===== src/rtl/bm_pkg.sv =====
package bm_pkg;
  typedef enum logic [2:0] {
    TGT_NONE  = 3'd0,
    TGT_SRAM  = 3'd1,
    TGT_XREG  = 3'd2,
    TGT_SFR   = 3'd3,
    TGT_INFO  = 3'd4,
    TGT_FLASH = 3'd5
  } tgt_e;

  localparam int NUM_TGT = 5;  // select order: sram, xreg, sfr, info, flash
  localparam int BANK_W  = 3;
  localparam int OFF_W   = 15;
endpackage


===== src/rtl/bm_cfg_regs.sv =====
module bm_cfg_regs
  import bm_pkg::*;
(
  input  logic              clk_i,
  input  logic              rst_ni,
  input  logic              cfg_we_i,
  input  logic              cfg_sel_i,
  input  logic [3:0]        cfg_wdata_i,
  output logic [BANK_W-1:0] xbank_o,
  output logic              overlay_o,
  output logic [BANK_W-1:0] cbank_o
);
  always_ff @(posedge clk_i or negedge rst_ni) begin
    if (!rst_ni) begin
      xbank_o   <= '0;
      overlay_o <= 1'b0;
      cbank_o   <= '0;
    end else if (cfg_we_i) begin
      if (cfg_sel_i) begin
        cbank_o <= cfg_wdata_i[BANK_W-1:0];
      end else begin
        xbank_o   <= cfg_wdata_i[BANK_W-1:0];
        overlay_o <= cfg_wdata_i[3];
      end
    end
  end

  a_r12_cbank_update: assert property (@(posedge clk_i) disable iff (!rst_ni)
    cfg_we_i && cfg_sel_i |=> cbank_o == $past(cfg_wdata_i[BANK_W-1:0]));
  a_r12_xreg_hold: assert property (@(posedge clk_i) disable iff (!rst_ni)
    cfg_we_i && cfg_sel_i |=> $stable(xbank_o) && $stable(overlay_o));
  a_r12_idle_hold: assert property (@(posedge clk_i) disable iff (!rst_ni)
    !cfg_we_i |=> $stable(cbank_o) && $stable(xbank_o));
endmodule


===== src/rtl/bm_decode.sv =====
module bm_decode
  import bm_pkg::*;
#(
  parameter int SRAM_SIZE = 8192,
  parameter int NUM_BANKS = 8
) (
  input  logic              space_i,
  input  logic [15:0]       addr_i,
  input  logic [BANK_W-1:0] xbank_i,
  input  logic              overlay_i,
  input  logic [BANK_W-1:0] cbank_i,
  output tgt_e              tgt_o,
  output logic [OFF_W-1:0]  off_o,
  output logic [BANK_W-1:0] bank_o
);
  localparam logic [16:0] SRAM_LIM = 17'(SRAM_SIZE);
  localparam logic [3:0]  NB       = 4'(NUM_BANKS);
  localparam bit          BANKABLE = NUM_BANKS > 1;

  logic x_sram, x_xreg, x_sfr, x_info, c_ovl;
  logic xbank_ok, cbank_ok;

  assign x_sram   = {1'b0, addr_i} < SRAM_LIM;
  assign x_xreg   = addr_i[15:10] == 6'b011000;
  assign x_sfr    = addr_i[15:7] == 9'b0111_0000_1;
  assign x_info   = addr_i[15:11] == 5'b01111;
  assign c_ovl    = overlay_i && ({2'b00, addr_i[14:0]} < SRAM_LIM);
  assign xbank_ok = {1'b0, xbank_i} < NB;
  assign cbank_ok = BANKABLE && ({1'b0, cbank_i} < NB);

  always_comb begin
    tgt_o  = TGT_NONE;
    off_o  = addr_i[14:0];
    bank_o = '0;
    if (!space_i) begin
      if (addr_i[15]) begin
        bank_o = xbank_i;
        if (xbank_ok) tgt_o = TGT_FLASH;
      end else if (x_sram) begin
        tgt_o = TGT_SRAM;
      end else if (x_xreg) begin
        tgt_o = TGT_XREG;
        off_o = {5'd0, addr_i[9:0]};
      end else if (x_sfr) begin
        tgt_o = TGT_SFR;
        off_o = {7'd0, addr_i[7:0]};
      end else if (x_info) begin
        tgt_o = TGT_INFO;
        off_o = {4'd0, addr_i[10:0]};
      end
    end else begin
      if (!addr_i[15]) begin
        tgt_o = TGT_FLASH;  // common half: bank 0
      end else if (c_ovl) begin
        tgt_o = TGT_SRAM;
      end else begin
        bank_o = cbank_i;
        if (cbank_ok) tgt_o = TGT_FLASH;
      end
    end
  end
endmodule


===== src/rtl/bm_rdata_mux.sv =====
module bm_rdata_mux
  import bm_pkg::*;
#(
  parameter int DW = 8
) (
  input  logic [NUM_TGT-1:0]         cs_i,
  input  logic [NUM_TGT-1:0][DW-1:0] rdata_i,
  output logic [DW-1:0]              rdata_o
);
  logic [NUM_TGT-1:0][DW-1:0] masked;

  for (genvar g = 0; g < NUM_TGT; g++) begin : g_mask
    assign masked[g] = rdata_i[g] & {DW{cs_i[g]}};
  end

  always_comb begin
    rdata_o = '0;
    for (int i = 0; i < NUM_TGT; i++) rdata_o |= masked[i];
  end
endmodule


===== src/rtl/bank_mapper.sv =====
module bank_mapper
  import bm_pkg::*;
#(
  parameter int SRAM_SIZE = 8192,
  parameter int FLASH_KB  = 256
) (
  input  logic        clk_i,
  input  logic        rst_ni,
  input  logic        req_i,
  input  logic        space_i,
  input  logic [15:0] addr_i,
  input  logic        we_i,
  input  logic        cfg_we_i,
  input  logic        cfg_sel_i,
  input  logic [3:0]  cfg_wdata_i,
  input  logic [7:0]  sram_rdata_i,
  input  logic [7:0]  xreg_rdata_i,
  input  logic [7:0]  sfr_rdata_i,
  input  logic [7:0]  info_rdata_i,
  input  logic [7:0]  flash_rdata_i,
  output logic        sram_cs_o,
  output logic        xreg_cs_o,
  output logic        sfr_cs_o,
  output logic        info_cs_o,
  output logic        flash_cs_o,
  output logic        we_o,
  output logic [14:0] local_addr_o,
  output logic [17:0] flash_addr_o,
  output logic [7:0]  rdata_o
);
  localparam int NUM_BANKS = FLASH_KB / 32;

  logic [BANK_W-1:0] xbank, cbank, bank;
  logic              overlay;
  tgt_e              tgt;
  logic [OFF_W-1:0]  off;
  logic [NUM_TGT-1:0] cs;

  bm_cfg_regs u_regs (
    .clk_i, .rst_ni, .cfg_we_i, .cfg_sel_i, .cfg_wdata_i,
    .xbank_o(xbank), .overlay_o(overlay), .cbank_o(cbank)
  );

  bm_decode #(.SRAM_SIZE(SRAM_SIZE), .NUM_BANKS(NUM_BANKS)) u_dec (
    .space_i, .addr_i, .xbank_i(xbank), .overlay_i(overlay), .cbank_i(cbank),
    .tgt_o(tgt), .off_o(off), .bank_o(bank)
  );

  assign cs[0] = req_i && tgt == TGT_SRAM;
  assign cs[1] = req_i && tgt == TGT_XREG;
  assign cs[2] = req_i && tgt == TGT_SFR;
  assign cs[3] = req_i && tgt == TGT_INFO;
  assign cs[4] = req_i && tgt == TGT_FLASH;

  assign {flash_cs_o, info_cs_o, sfr_cs_o, xreg_cs_o, sram_cs_o} = cs;
  assign we_o         = we_i && !space_i && |cs[2:0];
  assign local_addr_o = off;
  assign flash_addr_o = {bank, off};

  bm_rdata_mux #(.DW(8)) u_mux (
    .cs_i(cs),
    .rdata_i({flash_rdata_i, info_rdata_i, sfr_rdata_i, xreg_rdata_i, sram_rdata_i}),
    .rdata_o
  );

  a_r13_onehot_cs: assert property (@(posedge clk_i) disable iff (!rst_ni)
    $onehot0({flash_cs_o, info_cs_o, sfr_cs_o, xreg_cs_o, sram_cs_o}));
  a_r13_idle_no_cs: assert property (@(posedge clk_i) disable iff (!rst_ni)
    !req_i |-> !(flash_cs_o || info_cs_o || sfr_cs_o || xreg_cs_o || sram_cs_o));
  a_r11_none_zero: assert property (@(posedge clk_i) disable iff (!rst_ni)
    !(flash_cs_o || info_cs_o || sfr_cs_o || xreg_cs_o || sram_cs_o) |-> rdata_o == 8'h00);
  a_r4_info_ro: assert property (@(posedge clk_i) disable iff (!rst_ni)
    info_cs_o |-> !we_o);
  a_r5_flash_ro: assert property (@(posedge clk_i) disable iff (!rst_ni)
    flash_cs_o |-> !we_o);
  a_r6_code_low_bank0: assert property (@(posedge clk_i) disable iff (!rst_ni)
    req_i && space_i && !addr_i[15] |-> flash_cs_o && flash_addr_o[17:15] == 3'd0);
endmodule


===== config.mk =====
export PLATFORM = sky130hd
export DESIGN_NAME = bank_mapper
export DESIGN_NICKNAME = d
export VERILOG_FILES = /design/src/rtl/bm_pkg.sv /design/src/rtl/bm_cfg_regs.sv /design/src/rtl/bm_decode.sv /design/src/rtl/bm_rdata_mux.sv /design/src/rtl/bank_mapper.sv
export SDC_FILE = /design/constraint.sdc
export NUM_CORES = 1
export LEC_CHECK = 0
export BUFFER_PORTS_ARGS = -buffer_cell sky130_fd_sc_hd__buf_2
export CAP_MARGIN = 5
export CORE_MARGIN = 1
export CORE_UTILIZATION = 34
export CTS_CLUSTER_DIAMETER = 150
export DETAILED_ROUTE_END_ITERATION = 12
export PLACE_DENSITY = 0.81
export SKIP_CTS_REPAIR_TIMING = 1
export SYNTH_ARGS = -nofsm -noshare
export SYNTH_HDL_FRONTEND = slang
export SYNTH_SLANG_ARGS = --single-unit
export TNS_END_PERCENT = 1

===== constraint.sdc =====
create_clock -name clk_i -period 1.7 [get_ports clk_i]
set_input_delay 0.17 -clock clk_i [delete_from_list [all_inputs] [get_ports clk_i]]
set_output_delay 0.17 -clock clk_i [all_outputs]
set_load 0.02 [all_outputs]

==> summary.md, run 1 <==
| Metric | Value |
|---|---|
| Run status | finished, violations left |
| Failing checks | negative setup slack |
| # IOs | 114 |
| Number of port buffers | 92 |
| Final Core Density | 53.4% |
| Die height | 56.0 um |
| Clock Latency Late Sink | 250 ps |
| Remaining global-route overflow | 0 |
| Antenna violations before repair | 0 |
| H-tree depth | 1 |
| Share of the synthesized area in the top cell type | 17.7% |
| Final hold vios | 0 |
| Syn_area_per_cell | 8.63 um2 |
| Most frequent cells after synthesis | 23 x buf_4, 9 x nor2_1, 9 x nor2b_1 |
| Synth Warn # | 0 |
| RSZ-0062 raised after global routing | true |
| Peak VDD IR | 640 uV |
| Area Growth Syn to Fin | 48.5% |
| Final setup margin | -324 ps |
| Diode count | 0 |
| DIE AREA | 3140 um2 |
| Period utilization | 119% |
| Seq cells post-synth | 7 |
| Hpwl dp | 2720 um |
| DP Cell Count | 219 |
| Final WL | 3310 um |
| Post-synth EDFFs | 0 |
| Sequential share of the synthesized area | 17.7% |
| Least-Margin Pin Slew | 433 ps |
| Via count | 1,194 |
| Nets | 262 |
| Final max-slew violation count | 0 |
| Min-Delay Path Class | in -> reg |
| Min Tclk post-route | 2020 ps |
| Synth unique cells | 28 |
| CTS Buffer Depth | 2 |
| Final Setup Violations | 10 |
| Synthesized area | 992 um2 |
| Post-synth ARST share | 100% |
| Core footprint | 2760 um2 |
| Gr usage total | 19.0% |
| Synth top area cells | dfrtp_1 18%, buf_4 17%, a221o_1 8.1% |
| Die width | 56.0 um |
| Largest net degree at the start of global routing | 19 |
| Worst EP arrival | 1850 ps |
| Mapped Cells | 115 |
| Vias in the first global route | 1,086 |
| Post-placement cell area | 1370 um2 |
| Starting Density | 36.0% |
| Leak | 0.764 nW |
| CTS buffer count | 3 |
| Global-route wire length before repair | 4660 um |
| Setup CP Type | reg -> out |
| TNS Setup | -2580 ps |
| Ys flop type | dfrtp_1 |
| Finished Layout Cells | 225 |
| 1st-pass router iterations | 4 |
| Max Cap Viol | 0 |
| Starting DRC count in detailed routing | 39 |
| Rows | 19 |
| Critical Path RT | 1530 ps |
| CTS tree | yes |
| Most frequent cell after synthesis | buf_4 |
| CP endpoint kind | output pin |
| Net Count, Synth | 182 |
| Final clock skew | 0 ps |
| Area leader, netlist | dfrtp_1 |
| Final ANT Viol Nets | 0 |
| Clock-pin slew on the worst setup and hold paths | 50 ps |
| DRC viols | 0 |
| CP startpoint kind | flip-flop |
| Ratio of cells with drive above 1 in the final layout | 61.9% |
| CP max FO | 4 |
| Via-to-Cell Ratio | 5.31 |
| # clock sinks | 7 |
| Filler instances | 282 |
| Routability Congestion | 0.847 |
| WL/cell | 14.7 um |
| Fmax | 0.494 GHz |
| CTS root buffer | clkbuf_4 |
| PwrDens | 501 nW/um2 |
| Slew margin rel. | 71.1% |
| Final Cell Area | 1470 um2 |
## cells by family (layout without fill, tap and decap cells)
group / Yosys count / after routing / share of synthesized area (%)
buffers and inverters: 33 / 112 / 22.1
muxes: 10 / 10 / 11.0
and+or+nand+nor: 34 / 34 / 20.8
AOI/OAI and AO/OA: 31 / 31 / 28.5
DFF: 7 / 7 / 17.7
## metrics by stage
step	power [mW]	worst slack (ps)	hold slack (ps)
global placement	0.557	-56.4	6.89
CTS	0.717	-364	-263
detailed placement	0.561	-83.0	10.1
finish	0.738	-324	162
floorplan	0.468	-191	-126
global route	0.788	-425	148
## placed cells by master (no fill, tap or decap), drive strengths merged
cell,netlist,final
a221o,8,8
dfrtp,7,7
a21oi,1,1
nor3b,1,1
and2,5,5
buf,25,104
clkbuf,5,4
o21a,1,1
mux2,7,7
dlygate4sd3,0,1
nand2b,1,1
mux2i,3,3
a31oi,8,8
nor4bb,1,1
o211ai,1,1
and3,2,2
a22o,1,1
o21ai,1,1
inv,3,3
o2bb2ai,8,8
a2111oi,1,1
nor2,9,9
nand4,2,2
a211oi,1,1
nand2,3,3
nand3,1,1
nor2b,9,9
## path summary, 6_finish.rpt
path / startpoint / endpoint / slack (ps) / depth (start not counted)
max in group asynchronous: rst_ni / u_regs.overlay_o / 1270 / 2
worst min-delay path: cfg_wdata_i[2] / u_regs.xbank_o[2] / 160 / 2
worst min register to register: u_regs.xbank_o[2] / u_regs.xbank_o[2] / 500 / 1
worst max register to register: u_regs.cbank_o[0] / u_regs.cbank_o[0] / 950 / 1
min in group asynchronous: rst_ni / u_regs.xbank_o[2] / 280 / 2
worst max-delay path: u_regs.overlay_o / rdata_o[5] / -320 / 6
## power breakdown
group / leakage, nW / switching, mW / internal [mW]
clock: 0.0150 / 0.0583 / 0.0894
sequential: 0.0821 / 0.0119 / 0.192
combinational: 0.667 / 0.193 / 0.193
## worst max-delay path, cell delays in order (launching register included)
cell	delay (ps)
dfrtp_1	350
nor4bb_4	330
a22o_4	230
a2111oi_4	40
buf_2	170
a221o_1	330
buf_4	170
## layer usage
metal / share of wire (%) / track usage, %
met1: 36 / 20.0
met2: 52 / 34.7
met3: 9.6 / 4.65
met4: 2.8 / 9.76
met5: 0 / 0
## cell type report
class | instances | area [um2] | area share, %
flip-flops and latches | 7 | 175 | 11.9
inverters | 3 | 11.3 | 0.764
repair buffers | 105 | 612 | 41.5
well taps | 31 | 38.8 | 2.63
multi-input cells | 75 | 611 | 41.4
clock buffers | 4 | 26.3 | 1.78
## registers in the layout, summed over array words and instances (netlist names)
name,flops
u_regs.cbank_o,3
u_regs.overlay_o,1
u_regs.xbank_o,3
(Power assumes the default switching activity.)
==> run 2: changes to the inputs <==
==> constraint.sdc (replaced) <==
create_clock -name clk_i -period 2.2 [get_ports clk_i]
set_input_delay 0.44 -clock clk_i [delete_from_list [all_inputs] [get_ports clk_i]]
set_output_delay 0.44 -clock clk_i [all_outputs]
set_load 0.02 [all_outputs]
==> run 2 against run 1 <==
The run still ends with negative setup slack left. First-iteration DRC count up 54%. Combinational power down 28%. Utilization decreased by 1.6 points. Global-route usage shrank 0.23 points. Sequential power fell by 23%. Clock power fell by 24%. Power shrank 26%. Sequential share of layout area is 0.37 points higher. Cell count unchanged. Critical path depth did not move. Non-clock buffer count did not move. Setup slack gained 190 ps. Highest routed layer unchanged.
==> summary.md, run 2 (same netlist as run 1, synthesis figures left out) <==
| Metric | Value |
|---|---|
| Run status | finished, violations left |
| Failing checks | negative setup slack |
| RSZ-0062 raised after global routing | true |
| DIE AREA | 3140 um2 |
| Most frequent cells in the layout | 86 x buf_2, 18 x buf_4, 9 x nor2b_1 |
| Fmax | 0.428 GHz |
| Starting Density | 36.0% |
| Via-to-Cell Ratio | 4.98 |
| Worst R2R Start | u_regs.xbank_o[0] |
| # IOs | 114 |
| Core footprint | 2760 um2 |
| Setup CP Type | reg -> out |
| Clock-pin slew on the worst setup and hold paths | 50 ps |
| Reg2Reg Depth | 1 |
| Final clock skew | 0 ps |
| Die width | 56.0 um |
| CP endpoint kind | output pin |
| Largest net degree at the start of global routing | 20 |
| Hold Worst Slack | 15.7 ps |
| Filler instances | 279 |
| CP startpoint kind | flip-flop |
| CP max FO | 9 |
| Area Growth Syn to Fin | 44.0% |
| Remaining global-route overflow | 0 |
| Routability Congestion | 0.836 |
| DRC viols | 0 |
| Final WL | 2980 um |
| 1st-pass router iterations | 4 |
| Clock Latency Late Sink | 240 ps |
| Final Setup Violations | 8 |
| WL/cell | 13.3 um |
| CP Capture Point | rdata_o[3] |
| Max Cap Viol | 0 |
| Slew margin rel. | 76.4% |
| Worst R2R Setup Slack | 1440 ps |
| CTS root buffer | clkbuf_4 |
| Biggest regs | u_regs.cbank_o: 3 flops, u_regs.xbank_o: 3 flops, u_regs.overlay_o: 1 flops |
| Multi-input gate area | 601 um2 |
| Hpwl dp | 2620 um |
| CTS buffer count | 3 |
| R2r endpoint | u_regs.xbank_o[0] |
| CP startpoint | u_regs.overlay_o |
| # clock sinks | 7 |
| Die height | 56.0 um |
| Worst EP arrival | 1900 ps |
| Peak VDD IR | 412 uV |
| Via count | 1,121 |
| Final setup margin | -135 ps |
| Global-route wire length before repair | 4780 um |
| Vias in the first global route | 1,107 |
| Min Tclk post-route | 2340 ps |
| Gr usage total | 18.8% |
| H-tree depth | 1 |
| PwrDens | 384 nW/um2 |
| Final max-slew violation count | 0 |
| Final ANT Viol Nets | 0 |
| Number of port buffers | 92 |
| Final hold vios | 0 |
| Min-Delay Path Class | in -> async |
| CTS tree | yes |
| Diode count | 0 |
| Starting DRC count in detailed routing | 60 |
| Final Core Density | 51.8% |
| Leak | 0.760 nW |
| Most common cell after layout, fill and taps aside | buf_2 |
| Nets | 262 |
| Period utilization | 106% |
| Least-Margin Pin Slew | 353 ps |
| Antenna violations before repair | 0 |
| Rows | 19 |
| Critical Path RT | 1760 ps |
| Ratio of cells with drive above 1 in the final layout | 62.4% |
| CTS Buffer Depth | 2 |
| Seq. cell area | 175 um2 |
## run 2: cell types whose count changed in the layout (fill, tap and decap cells not counted), sizes merged
cell / previous run / this run
buf: 104 / 105
dlygate4sd3: 1 / 0
## run 2: layout make-up
type	instances	share of cell area (%)
clock buffer	4	1.84
multi-input combinational	75	42.0
timing repair buffer	105	40.4
tap	31	2.71
sequential	7	12.3
inverter	3	0.788
## run 2: worst max-delay path, stage by stage (launching register included)
cell and delay, ps:
dfrtp_1 370, nor4bb_4 160, a22o_4 270, and3_1 170
buf_4 160, a221o_1 350, buf_2 160
## run 2: metrics by stage
step / cells / cell area [um2] / power [mW] / TNS [ps] / setup slack, ps
after floorplan: 115 / 996 / 0.362 / -1240 / -155
after global placement: 221 / 1380 / 0.431 / -535 / -84.9
after detailed placement: 221 / 1380 / 0.435 / -718 / -107
after CTS: 225 / 1410 / 0.553 / -1100 / -155
after global routing: 225 / 1430 / 0.591 / -1710 / -199
final: 225 / 1430 / 0.549 / -983 / -135
## run 2: worst min-delay path by stage
| stage | to | slack [ps] | cells after the start |
|---|---|---|---|
| 6_report | u_regs.cbank_o[2] | 20 | 1 |
| 5_1_grt | u_regs.cbank_o[2] | 10 | 1 |
| 4_1_cts | u_regs.xbank_o[2] | 10 | 1 |
| 3_5_place_dp | u_regs.cbank_o[2] | 280 | 1 |
| 3_3_place_gp | u_regs.xbank_o[0] | 280 | 1 |
| 2_1_floorplan | u_regs.cbank_o[0] | 140 | 0 |
## run 2: metal layers
layer / vias up / part of all wire, % / GRT usage, %
met2: 63 / 50 / 32.8
met5: - / 0 / 0
li1: 562 / - / -
met3: 6 / 10 / 4.42
met4: 0 / 1.9 / 9.06
met1: 490 / 38 / 21.3
## run 2: power breakdown
part	internal (mW)	switching (mW)	leakage, nW
Clock	0.0689	0.0428	0.0150
Sequential	0.148	0.00967	0.0821
Combinational	0.138	0.141	0.663
Total	0.355	0.194	0.760
==> run 3: changes to the inputs <==
--- a/config.mk
+++ b/config.mk
@@ -5,7 +5,7 @@
 export SDC_FILE = /design/constraint.sdc
 export NUM_CORES = 1
 export LEC_CHECK = 0
-export BUFFER_PORTS_ARGS = -buffer_cell sky130_fd_sc_hd__buf_2
+export BUFFER_PORTS_ARGS = -buffer_cell sky130_fd_sc_hd__buf_4
 export CAP_MARGIN = 5
 export CORE_MARGIN = 1
 export CORE_UTILIZATION = 34
==> run 3 against run 2 <==
The flow still finishes with violations (negative setup slack). Wire length increased by 22%. Combinational power increased by 26%. Worst hold slack improved by 410 ps. Critical path depth increased by 1. Via count increased by 5.7%. Sequential share of layout area decreased by 2.1 points. Cell area increased by 21%.
==> summary.md, run 3 (same netlist as run 1, synthesis figures left out) <==
| Metric | Value |
|---|---|
| Antenna violations before repair | 0 |
| Gr usage total | 22.1% |
| Final WL | 3650 um |
| CP max FO | 4 |
| WL/cell | 15.9 um |
| Crit-path cells | buf_6, nor3b_4, o21a_1, a2111oi_4, buf_2, a221o_1, buf_6 |
| Final clock skew | 0 ps |
| Min-Delay Path Class | in -> reg |
| Die width | 56.0 um |
| Cell mode on critical path | buf_6 |
| H-tree depth | 1 |
| Number of port buffers | 92 |
| Setup CP Type | in -> out |
| Hpwl dp | 3030 um |
| Ratio of cells with drive above 1 in the final layout | 63.3% |
| Critical Path Slowest Stage Cell | a2111oi_4 |
| Slew margin rel. | 69.6% |
| CTS root buffer | clkbuf_4 |
| Peak VDD IR | 388 uV |
| Global-route wire length before repair | 5460 um |
| Most common cell after layout, fill and taps aside | buf_4 |
| Area Growth Syn to Fin | 73.8% |
| Top delay family on crit path | compound AO/OA/AOI/OAI gates |
| Largest net degree at the start of global routing | 17 |
| CTS Buffer Depth | 2 |
| Critical Path RT | 1760 ps |
| 1st-pass router iterations | 4 |
| Diode count | 0 |
| Final hold vios | 0 |
| Leak | 0.858 nW |
| Clock-pin slew on the worst setup and hold paths | 50 ps |
| Most frequent cells in the layout | 102 x buf_4, 9 x nor2b_1 |
| RSZ-0062 raised after global routing | true |
| DRC viols | 0 |
| Die height | 56.0 um |
| Max Cap Viol | 0 |
| Least-Margin Pin Slew | 455 ps |
| # IOs | 114 |
| Vias in the first global route | 1,173 |
| Core footprint | 2760 um2 |
| Clock Latency Late Sink | 250 ps |
| Largest stage delay on the critical path | 430 ps |
| Final ANT Viol Nets | 0 |
| Final Setup Violations | 10 |
| CTS buffer count | 3 |
| Fmax | 0.439 GHz |
| Routability Congestion | 0.878 |
| Worst Path Buf+Inv | 3 |
| Total Power | 0.629 mW |
| Min Tclk post-route | 2280 ps |
| PwrDens | 365 nW/um2 |
| Final setup margin | -75.7 ps |
| Rows | 19 |
| Failing checks | negative setup slack |
| Starting Density | 36.0% |
| Biggest regs | u_regs.cbank_o: 3 flops, u_regs.xbank_o: 3 flops, u_regs.overlay_o: 1 flops |
| Via-to-Cell Ratio | 5.15 |
| CP startpoint kind | primary input |
| CTS tree | yes |
| Period utilization | 103% |
| Via count | 1,185 |
| Final Core Density | 62.5% |
| Remaining global-route overflow | 0 |
| Nets | 267 |
| # clock sinks | 7 |
| DIE AREA | 3140 um2 |
| Final max-slew violation count | 0 |
| CP endpoint kind | output pin |
| Starting DRC count in detailed routing | 41 |
| Worst EP arrival | 1840 ps |
| Run status | finished, violations left |
[run 3: worst reg2reg max path: cells and delay by family (launching register included)]
kind	cells	cell delay, ps
mux	1	260
buf+inv	1	130
flops	1	380
[run 3: worst paths after layout]
| path | startpoint | to | slack [ps] | cells after the start |
|---|---|---|---|---|
| max in group asynchronous | rst_ni | u_regs.xbank_o[0] | 1540 | 2 |
| max | addr_i[7] | rdata_o[4] | -80 | 7 |
| min | cfg_wdata_i[1] | u_regs.cbank_o[1] | 430 | 2 |
| min in group asynchronous | rst_ni | u_regs.cbank_o[1] | 530 | 2 |
| min reg2reg | u_regs.cbank_o[1] | u_regs.cbank_o[1] | 510 | 1 |
| max reg2reg | u_regs.overlay_o | u_regs.overlay_o | 1320 | 2 |
[run 3: power by group]
| part | switching [mW] | internal [mW] | total (mW) | leakage [nW] |
|---|---|---|---|---|
| clock | 0.0485 | 0.0693 | 0.118 | 0.0150 |
| combinational | 0.155 | 0.198 | 0.353 | 0.761 |
| sequential | 0.0105 | 0.148 | 0.159 | 0.0821 |
| total | 0.214 | 0.415 | 0.629 | 0.858 |
[run 3: through the flow]
step	hold slack [ps]	area (um2)	setup slack, ps	setup TNS (ps)	instances
2_1_floorplan	144	996	-155	-1240	115
3_3_place_gp	253	1630	-90.0	-626	223
3_5_place_dp	257	1630	-94.5	-668	223
4_1_cts	-16.5	1650	-188	-1480	227
5_1_grt	421	1720	-155	-1140	230
6_report	429	1720	-75.7	-485	230
[run 3: area by class of cell]
class / instances / area (um2)
clock buffers: 4 / 26.3
fillers: 235 / 1030
inverters: 3 / 11.3
multi-input cells: 75 / 624
flip-flops and latches: 7 / 175
well taps: 31 / 38.8
repair buffers: 110 / 848
[run 3: routing by layer]
metal	GRT usage [%]	up-vias	part of all wire (%)	wire length [um]
met5	0	-	0	0
met4	5.23	0	1.5	55
met3	4.88	6	8.6	315
met2	43.0	62	54	1980
met1	23.7	545	36	1300
li1	-	572	-	-
